==> src/rtl/tfb_pkg.sv <==
package tfb_pkg;

    localparam int NBUF  = 3;
    localparam int IDX_W = $clog2(NBUF);

    typedef enum logic [1:0] {
        ROLE_FREE  = 2'b00,
        ROLE_FILL  = 2'b01,
        ROLE_SHOW  = 2'b10,
        ROLE_READY = 2'b11
    } role_e;

    typedef role_e [NBUF-1:0] roles_t;

    typedef struct packed {
        logic             hit;
        logic [IDX_W-1:0] idx;
    } pick_t;

    function automatic logic [NBUF-1:0] role_mask(input roles_t r, input role_e k);
        logic [NBUF-1:0] m;
        for (int i = 0; i < NBUF; i++) begin
            m[i] = (r[i] == k);
        end
        return m;
    endfunction

endpackage

==> src/rtl/tfb_first_match.sv <==
module tfb_first_match
    import tfb_pkg::*;
(
    input  roles_t roles,
    input  role_e  want,
    output pick_t  pick
);
    // lowest index wins: scan downward so the last hit is the lowest
    always_comb begin
        pick = '0;
        for (int i = NBUF - 1; i >= 0; i--) begin
            if (roles[i] == want) begin
                pick.hit = 1'b1;
                pick.idx = IDX_W'(i);
            end
        end
    end
endmodule

==> src/rtl/tfb_reader_stage.sv <==
module tfb_reader_stage
    import tfb_pkg::*;
(
    input  logic             rd_frame,
    input  roles_t           roles_i,
    input  logic [IDX_W-1:0] show_idx_i,
    input  logic             show_vld_i,
    output roles_t           roles_o,
    output logic [IDX_W-1:0] show_idx_o,
    output logic             show_vld_o
);
    pick_t ready_pick;

    tfb_first_match u_find_ready (
        .roles (roles_i),
        .want  (ROLE_READY),
        .pick  (ready_pick)
    );

    always_comb begin
        roles_o    = roles_i;
        show_idx_o = show_idx_i;
        show_vld_o = show_vld_i;
        if (rd_frame && ready_pick.hit) begin
            if (show_vld_i) begin
                roles_o[show_idx_i] = ROLE_FREE;
            end
            roles_o[ready_pick.idx] = ROLE_SHOW;
            show_idx_o              = ready_pick.idx;
            show_vld_o              = 1'b1;
        end
    end
endmodule

==> src/rtl/tfb_writer_stage.sv <==
module tfb_writer_stage
    import tfb_pkg::*;
(
    input  logic             wr_done,
    input  roles_t           roles_i,
    input  logic [IDX_W-1:0] fill_idx_i,
    output roles_t           roles_o,
    output logic [IDX_W-1:0] fill_idx_o
);
    pick_t free_pick;

    tfb_first_match u_find_free (
        .roles (roles_i),
        .want  (ROLE_FREE),
        .pick  (free_pick)
    );

    always_comb begin
        roles_o    = roles_i;
        fill_idx_o = fill_idx_i;
        if (wr_done && free_pick.hit) begin
            roles_o[fill_idx_i]    = ROLE_READY;
            roles_o[free_pick.idx] = ROLE_FILL;
            fill_idx_o             = free_pick.idx;
        end
    end
endmodule

==> src/rtl/tribuf_rotator.sv <==
module tribuf_rotator
    import tfb_pkg::*;
(
    input  logic                   clk,
    input  logic                   rst,
    input  logic                   wr_done,
    input  logic                   rd_frame,
    output logic [IDX_W-1:0]       wr_idx,
    output logic [IDX_W-1:0]       rd_idx,
    output logic                   rd_valid,
    output logic [2*NBUF-1:0]      buf_role
);
    roles_t           roles_q;
    logic [IDX_W-1:0] fill_q, show_q;
    logic             vld_q;

    roles_t           roles_mid, roles_nx;
    logic [IDX_W-1:0] show_nx, fill_nx;
    logic             vld_nx;

    // reader hand-over first, writer sees its result (same-cycle order)
    tfb_reader_stage u_rd (
        .rd_frame   (rd_frame),
        .roles_i    (roles_q),
        .show_idx_i (show_q),
        .show_vld_i (vld_q),
        .roles_o    (roles_mid),
        .show_idx_o (show_nx),
        .show_vld_o (vld_nx)
    );

    tfb_writer_stage u_wr (
        .wr_done    (wr_done),
        .roles_i    (roles_mid),
        .fill_idx_i (fill_q),
        .roles_o    (roles_nx),
        .fill_idx_o (fill_nx)
    );

    always_ff @(posedge clk) begin
        if (rst) begin
            for (int i = 0; i < NBUF; i++) begin
                roles_q[i] <= (i == 0) ? ROLE_FILL : ROLE_FREE;
            end
            fill_q <= '0;
            show_q <= '0;
            vld_q  <= 1'b0;
        end else begin
            roles_q <= roles_nx;
            fill_q  <= fill_nx;
            show_q  <= show_nx;
            vld_q   <= vld_nx;
        end
    end

    assign wr_idx   = fill_q;
    assign rd_idx   = show_q;
    assign rd_valid = vld_q;
    assign buf_role = roles_q;

    logic [NBUF-1:0] m_fill, m_show, m_ready, m_free;
    assign m_fill  = role_mask(roles_q, ROLE_FILL);
    assign m_show  = role_mask(roles_q, ROLE_SHOW);
    assign m_ready = role_mask(roles_q, ROLE_READY);
    assign m_free  = role_mask(roles_q, ROLE_FREE);

    AST_ONE_FILLING: assert property (@(posedge clk) disable iff (rst)
        $countones(m_fill) == 1);
    AST_SHOW_AT_MOST_ONE: assert property (@(posedge clk) disable iff (rst)
        $onehot0(m_show));
    AST_IDX_APART: assert property (@(posedge clk) disable iff (rst)
        rd_valid |-> (wr_idx != rd_idx));
    AST_WR_OWNS_FILL: assert property (@(posedge clk) disable iff (rst)
        m_fill[wr_idx]);
    AST_RD_OWNS_SHOW: assert property (@(posedge clk) disable iff (rst)
        rd_valid |-> m_show[rd_idx]);
    AST_VALID_STICKY: assert property (@(posedge clk) disable iff (rst)
        rd_valid |=> rd_valid);
    AST_IDLE_IDX_ZERO: assert property (@(posedge clk) disable iff (rst)
        !rd_valid |-> (rd_idx == '0 && m_show == '0));
    AST_NO_READY_HOLD: assert property (@(posedge clk) disable iff (rst)
        (rd_frame && m_ready == '0) |=> $stable(rd_idx));
    AST_NO_FREE_HOLD: assert property (@(posedge clk) disable iff (rst)
        (wr_done && !rd_frame && m_free == '0) |=> $stable(wr_idx));
    AST_QUIET_HOLD: assert property (@(posedge clk) disable iff (rst)
        (!wr_done && !rd_frame) |=> $stable(buf_role));

endmodule

==> config.mk <==
export PLATFORM = sky130hd
export DESIGN_NAME = tribuf_rotator
export DESIGN_NICKNAME = d
export VERILOG_FILES = /design/src/rtl/tfb_pkg.sv /design/src/rtl/tfb_first_match.sv /design/src/rtl/tfb_reader_stage.sv /design/src/rtl/tfb_writer_stage.sv /design/src/rtl/tribuf_rotator.sv
export SDC_FILE = /design/constraint.sdc
export NUM_CORES = 1
export LEC_CHECK = 0
export ABC_AREA = 1
export CAP_MARGIN = 20
export CORE_AREA = 2 2 40 51
export CTS_CLUSTER_DIAMETER = 200
export DETAILED_ROUTE_END_ITERATION = 6
export DIE_AREA = 0 0 42 53
export PLACE_DENSITY = 0.66
export SETUP_SLACK_MARGIN = 0.4
export SLEW_MARGIN = 20
export SYNTH_ARGS = -nofsm -noshare
export SYNTH_HDL_FRONTEND = slang
export SYNTH_SLANG_ARGS = --single-unit
==> constraint.sdc <==
create_clock -name clk -period 1.2 [get_ports clk]
set_input_delay 0.18 -clock clk [delete_from_list [all_inputs] [get_ports clk]]
set_output_delay 0.18 -clock clk [all_outputs]
set_load 0.02 [all_outputs]
# After elaboration in Yosys (flattened, before gate mapping)
# Index checks and enable logic that the tools add are counted.
# totals
elab_cells,53
regBits,11
input_bits,4
# op_classes
reduce_logical,9
n_bitwise,9
mux,18
n_eq_ne,3
magnitude_cmp,8
# ops
op,n
6-bit 2-to-1 mux,4
3-bit 2-to-1 mux,6
2-bit demux with 2-bit select,4
"2-bit by 3-bit < comparator with 1-bit output, second input constant",4
"2-bit by 1-bit >= comparator with 1-bit output, second input constant",4
2-bit 2-to-1 mux,4
3-bit bitwise AND,2
6-bit bitwise AND,1
"2-bit == test, second input constant",3
1-bit logical AND,6
2-bit zero test,3
3-bit inverter,2
6-bit inverter,1
3-bit bitwise OR,2
6-bit bitwise OR,1

# Depth between registers and ports, before layout
# depth
depth_word,22
depth_mapped,11

# Cells and area by module
# Synthesis repeated with hierarchy kept, for this count alone.
# hier_totals
cells_unflattened,166
hier_area_um2,909.6
# modules_own_cells
module,instances,area_per_inst_um2,seq_area_each_um2,cells_each
tribuf_rotator,1,317.8,220.2,35
tfb_first_match,2,118.9,0.0,27
tfb_writer_stage,1,200.2,0.0,42
tfb_reader_stage,1,153.9,0.0,35

# Least setup slack after synthesis
# Ideal clock, no wire load.
# synth_timing
path_kind,register to register
from,"register roles_q, in the netlist buf_role[1]"
to,register fill_q[1] (netlist: wr_idx[1])
t_arrival_ns,1.288
synth_period_minus_slack_ns,1.413
path_slack_ns,-0.213
path_stages_with_launch,10
required_ns,1.075
path_cell_list,dfxtp_1 -> nand2_2 -> nand3_4 -> nand3_2 -> nand2_1 -> nand3_4 -> nand3_4 -> nand2_1 -> nand2_1 -> a21oi_1
# synth_between
elab_chain_cells,14
word_cells_on_any_way,22
cone_classes,order compare (2); eq/ne (1); mux (9); bitwise (4); reduce/logical (6)
# synth_lines
element,line_no,rtl
"start, declared",tribuf_rotator.sv:13,roles_t roles_q;
"start signal, assigned by index",tribuf_rotator.sv:43,roles_q[i] <= (i == 0) ? ROLE_FILL : ROLE_FREE;
"start signal, assigned",tribuf_rotator.sv:49,roles_q <= roles_nx;
2-bit == test,tfb_first_match.sv:12,if (roles[i] == want) begin
3-bit 2-to-1 mux,tfb_first_match.sv:12,
2-bit by 3-bit < comparator with 1-bit output (implied by the code) or 2-bit by 1-bit >= comparator with 1-bit output (tied branches),tfb_reader_stage.sv:28,roles_o[ready_pick.idx] = ROLE_SHOW;
1-bit logical AND (implied by the code),tfb_reader_stage.sv:28,
2-bit 2-to-1 mux (implied by the code),tfb_reader_stage.sv:28,
2-bit demux with 2-bit select,n/a,
3-bit inverter (no source line),n/a,
3-bit bitwise AND (no source line),n/a,
6-bit 2-to-1 mux *,tfb_reader_stage.sv:24,if (rd_frame && ready_pick.hit) begin
2-bit zero test,tfb_first_match.sv:12,
3-bit 2-to-1 mux (2 in a row),tfb_first_match.sv:12,
3-bit 2-to-1 mux *,tfb_first_match.sv:12,
1-bit logical AND,tfb_writer_stage.sv:21,if (wr_done && free_pick.hit) begin
"end signal, assigned",tribuf_rotator.sv:50,fill_q <= fill_nx;
"end, declared",tribuf_rotator.sv:14,"logic [IDX_W-1:0] fill_q, show_q;"
# Every way passes the cells marked *; elsewhere a longest branch is shown, timed or not. The select of a mux whose other input is x is not followed.
# A chain may end at the register's enable or synchronous reset.

# Worst setup path in the final report
# layout_timing
from,"register roles_q, in the netlist buf_role[0]"
to,register fill_q[1] (netlist: wr_idx[1])
# Same word-level chain as after synthesis.

==> impl_results.html <==
<table>
<tr><th>Metric</th><th>Value</th></tr>
<tr><th colspan="2">GRT</th></tr>
<tr><td>Maximum number of pins on one net before global-route repair</td><td>9</td></tr>
<tr><td>GR peak layer</td><td>met2</td></tr>
<tr><td>First-pass GRT wire length</td><td>2870 um</td></tr>
<tr><td>Met2 GRT Util</td><td>0.339</td></tr>
<tr><td>Grt met1 use</td><td>0.178</td></tr>
<tr><td>Global Route met3 Usage</td><td>0.0205</td></tr>
<tr><td>GRT Resource Usage Total</td><td>0.169</td></tr>
<tr><td>Overflow left after global routing</td><td>0</td></tr>
<tr><td>Initial antenna violation count</td><td>0</td></tr>
<tr><td>Via count of the first global-routing pass</td><td>about 700</td></tr>
<tr><th colspan="2">STA</th></tr>
<tr><td>Setup TNS Final</td><td>-0.902 ns</td></tr>
<tr><td>Maximum clock frequency</td><td>between 700 and 800 MHz</td></tr>
<tr><td>Final worst-path setup slack</td><td>-0.158 ns</td></tr>
<tr><td>Shortest period the worst path allows</td><td>1.36 ns</td></tr>
<tr><td>Least-Margin Pin Slew</td><td>about 0.16 ns</td></tr>
<tr><td>Hold Slack</td><td>approximately 0.47 ns</td></tr>
<tr><td>Number of failing setup endpoints in the final timing report</td><td>8</td></tr>
<tr><td>Unrepaired setup endpoints after global routing</td><td>yes</td></tr>
<tr><td>Worst slew margin relative to its limit</td><td>0.889</td></tr>
<tr><td>Worst Clk Skew</td><td>roughly 0.0060 ns</td></tr>
<tr><td>Max-slew violation total from the final report</td><td>0</td></tr>
<tr><td>Portion of the clock cycle consumed by the worst path in the final layout</td><td>1.13</td></tr>
<tr><td>Final Hold Vio Count</td><td>0</td></tr>
<tr><th colspan="2">Die</th></tr>
<tr><td>Core area</td><td>about 1700 um^2</td></tr>
<tr><td>Starting density of the core</td><td>0.389</td></tr>
<tr><td>Die area</td><td>between 2000 and 2500 um^2</td></tr>
<tr><td>Boundary Pins</td><td>15</td></tr>
<tr><td>Std-Cell Rows</td><td>17</td></tr>
<tr><td>Die extent in y</td><td>53 um</td></tr>
<tr><td>Die boundary width</td><td>about 42 um</td></tr>
<tr><th colspan="2">Route</th></tr>
<tr><td>Routed wire length per instance</td><td>about 11 um</td></tr>
<tr><td>Via count of the routed design</td><td>around 720</td></tr>
<tr><td>Drt first-iter violations</td><td>15</td></tr>
<tr><td>Total DRC errors in the routed layout</td><td>0</td></tr>
<tr><td>Final wirelength</td><td>about 1700 um</td></tr>
<tr><td>Vias per cell</td><td>about 4.8</td></tr>
<tr><td>Iteration count of the initial detailed-routing pass</td><td>4</td></tr>
<tr><td>Antenna Violating Nets Remaining</td><td>0</td></tr>
<tr><th colspan="2">Final layout</th></tr>
<tr><td>Antenna cell count</td><td>0</td></tr>
<tr><td>Most common cell after layout, fill and taps aside</td><td>buf_4</td></tr>
<tr><td>Net count, final</td><td>137</td></tr>
<tr><td>Commonest cells after routing, fill and taps aside</td><td>buf_4 (16), buf_6 (15), nand2_1 (14)</td></tr>
<tr><td>Layout cell share with drive strength beyond 1</td><td>0.606</td></tr>
<tr><td>Final non-filler cell area</td><td>1210 um^2</td></tr>
<tr><td>Filler cells</td><td>around 130</td></tr>
<tr><td>Layout area overhead</td><td>81.0%</td></tr>
<tr><th colspan="2">Worst setup path</th></tr>
<tr><td>Highest-delay cell along the critical path</td><td>dfxtp_4</td></tr>
<tr><td>Type of destination of the critical path</td><td>register</td></tr>
<tr><td>Slack of the worst reg-to-reg path</td><td>-0.16 ns</td></tr>
<tr><td>Cell family with most CP delay</td><td>simple AND/OR/NAND/NOR gates</td></tr>
<tr><td>Startpoint types</td><td>register</td></tr>
<tr><td>Buffers and inverters on the worst path</td><td>0</td></tr>
<tr><td>Worst path max stage delay</td><td>approximately 0.36 ns</td></tr>
<tr><td>Maximum net fanout on the critical path</td><td>6</td></tr>
<tr><td>Start-to-end type of the worst setup path</td><td>reg -&gt; reg</td></tr>
<tr><td>Worst endpoint required time</td><td>about 1.4 ns</td></tr>
<tr><td>Top cell by count, worst path</td><td>nand3_4</td></tr>
<tr><td>Ordered list of cells on the worst path</td><td>nand2_4, nand3_4, nand3_4, nand2_4, nand3_4, nand3_4, nand2_2, nand2_1, a21oi_1</td></tr>
<tr><td>Data arrival time of the critical path</td><td>approximately 1.6 ns</td></tr>
<tr><th colspan="2">CTS</th></tr>
<tr><td>CTS tree</td><td>done</td></tr>
<tr><td>TritonCTS buffer count</td><td>3</td></tr>
<tr><td>Cell at the root of the clock tree</td><td>clkbuf_4</td></tr>
<tr><td>Worst-skew pair later-pin latency</td><td>~0.26 ns</td></tr>
<tr><td>Hold-fix buffer count after cts</td><td>0</td></tr>
<tr><td>Clock slew at reported path FFs</td><td>approximately 0.070 ns</td></tr>
<tr><td>CTS H-tree depth</td><td>1</td></tr>
<tr><td>Number of clock sinks</td><td>11</td></tr>
<tr><td>Largest buffer count on any clock path</td><td>2</td></tr>
<tr><th colspan="2">Synth</th></tr>
<tr><td>Cell taking the most area after synthesis</td><td>dfxtp_1</td></tr>
<tr><td>Post-synthesis instance total</td><td>95</td></tr>
<tr><td>Top area cells in the synthesized netlist</td><td>dfxtp_1 (33%), nand2_1 (13%), nand3_2 (9.0%)</td></tr>
<tr><td>Distinct cell type count of the synthesized netlist</td><td>18</td></tr>
<tr><td>Total standard cell area after synthesis</td><td>671 um^2</td></tr>
<tr><td>Synthesized flop and latch total</td><td>11</td></tr>
<tr><td>Syn Area/Cell</td><td>7.06 um^2</td></tr>
<tr><td>Portion of synthesized cell area occupied by the leading cell type</td><td>0.328</td></tr>
<tr><td>Sequential-to-total area share from yosys stat</td><td>0.328</td></tr>
<tr><td>Mapped Nets</td><td>99</td></tr>
<tr><td>Total of warnings raised by yosys</td><td>0</td></tr>
<tr><th colspan="2">Run</th></tr>
<tr><td>Number of violations of the max-capacitance limit</td><td>0</td></tr>
<tr><th colspan="2">Place</th></tr>
<tr><td>Placer congestion estimate</td><td>between 0.8 and 0.9</td></tr>
<tr><td>Worst setup slack before clock tree synthesis</td><td>-0.411 ns</td></tr>
<tr><td>Post-place instance area</td><td>1000 um^2</td></tr>
<tr><td>Final HPWL from detailed placement</td><td>~1300 um</td></tr>
<tr><td>Port-buffer cells</td><td>14</td></tr>
<tr><th colspan="2">Outcome</th></tr>
<tr><td>Failing checks</td><td>setup timing</td></tr>
<tr><td>Run status</td><td>finished, violations left</td></tr>
<tr><th colspan="2">Power</th></tr>
<tr><td>Switching share of power</td><td>0.353</td></tr>
<tr><td>Share of power burned in the clock network</td><td>0.209</td></tr>
<tr><td>Worst ir drop on vdd</td><td>around 0.75 mV</td></tr>
<tr><td>Portion of total power attributed to sequential cells</td><td>0.371</td></tr>
<tr><td>Leak Pwr</td><td>between 0.0005 and 0.0006 uW</td></tr>
<tr><td>Total power density per cell area</td><td>roughly 970 nW/um^2</td></tr>
<tr><td>Internal Pwr Total</td><td>763 uW</td></tr>
<tr><td>Combinational Power Share</td><td>0.420</td></tr>
<tr><td>Net switching component of the power</td><td>between 400 and 500 uW</td></tr>
<tr><th colspan="2">Worst hold path</th></tr>
<tr><td>Hold Path Class</td><td>in -&gt; reg</td></tr>
</table>
## state kept, by name, summed over array words and instances, names as in the netlist
register	flops
buf_role	6
rd_idx	2
wr_idx	2
rd_valid	1
## power by group through the flow
stage                     logic, uW  clock network, uW  registers, uW
after global placement          387                  0            438
after CTS                       446                254            438
final                           496                246            438
after floorplan                 208                  0            483
after detailed placement        393                  0            440
after global routing            537                275            442
## synth_stat cells, drive strengths merged
master,n
inv,13
nand2,26
o21ai,1
nand3b,1
dfxtp,11
a21oi,11
nand3,17
buf,2
nor2,9
a31oi,1
clkdlybuf4s15,1
nand4,1
a21boi,1
## layout make-up
class,count,area [um^2],area share
Multi-Input combinational cell,68,505,0.416
Sequential cell,11,256,0.211
Timing Repair Buffer,36,353,0.291
Tap cell,19,23.8,0.0196
Clock buffer,4,26.3,0.0216
Inverter,13,48.8,0.0402
## metal layers
layer  vias up  wire (um)
li1        383          -
met1       326        705
met2        12        954
met3         2         59
met4         0          8
met5         -          0
## kinds of logic (layout without fill, tap and decap cells)
logic type / after synthesis / in the layout / synth area share
AND/OR/NAND/NOR: 54 / 54 / 0.455
buffers and inverters: 16 / 53 / 0.106
AO/OA/AOI/OAI: 14 / 14 / 0.110
flip-flops: 11 / 11 / 0.328
## stage by stage
stage / total power (uW) / instances / util
2_1_floorplan: 691 / 95 / -
3_3_place_gp: 826 / 139 / 0.581
3_5_place_dp: 833 / 139 / 0.581
4_1_cts: 1140 / 145 / 0.659
5_1_grt: 1250 / 151 / 0.704
6_report: 1180 / 151 / 0.704
## worst register-to-register path: stages (launching register included)
cell,delay [ns]
dfxtp_4,0.36
nand2_4,0.11
nand3_4,0.11
nand3_4,0.13
nand2_4,0.06
nand3_4,0.12
nand3_4,0.12
nand2_2,0.09
nand2_1,0.05
a21oi_1,0.14
## worst paths after layout
check,start,end,cells after the start
hold reg to reg,rd_idx[0],rd_idx[0],2
setup / recovery,buf_role[0],wr_idx[1],9
setup reg to reg,buf_role[0],wr_idx[1],9
hold / removal,rd_frame,rd_valid,4
## repair_timing
item	4_1_cts	5_1_grt
buffers inserted	2	6
endpoints found under the setup margin	22	22
gates resized for setup	78	15
pin swaps	6	8
Note: power is estimated with default switching activity, not from simulation.
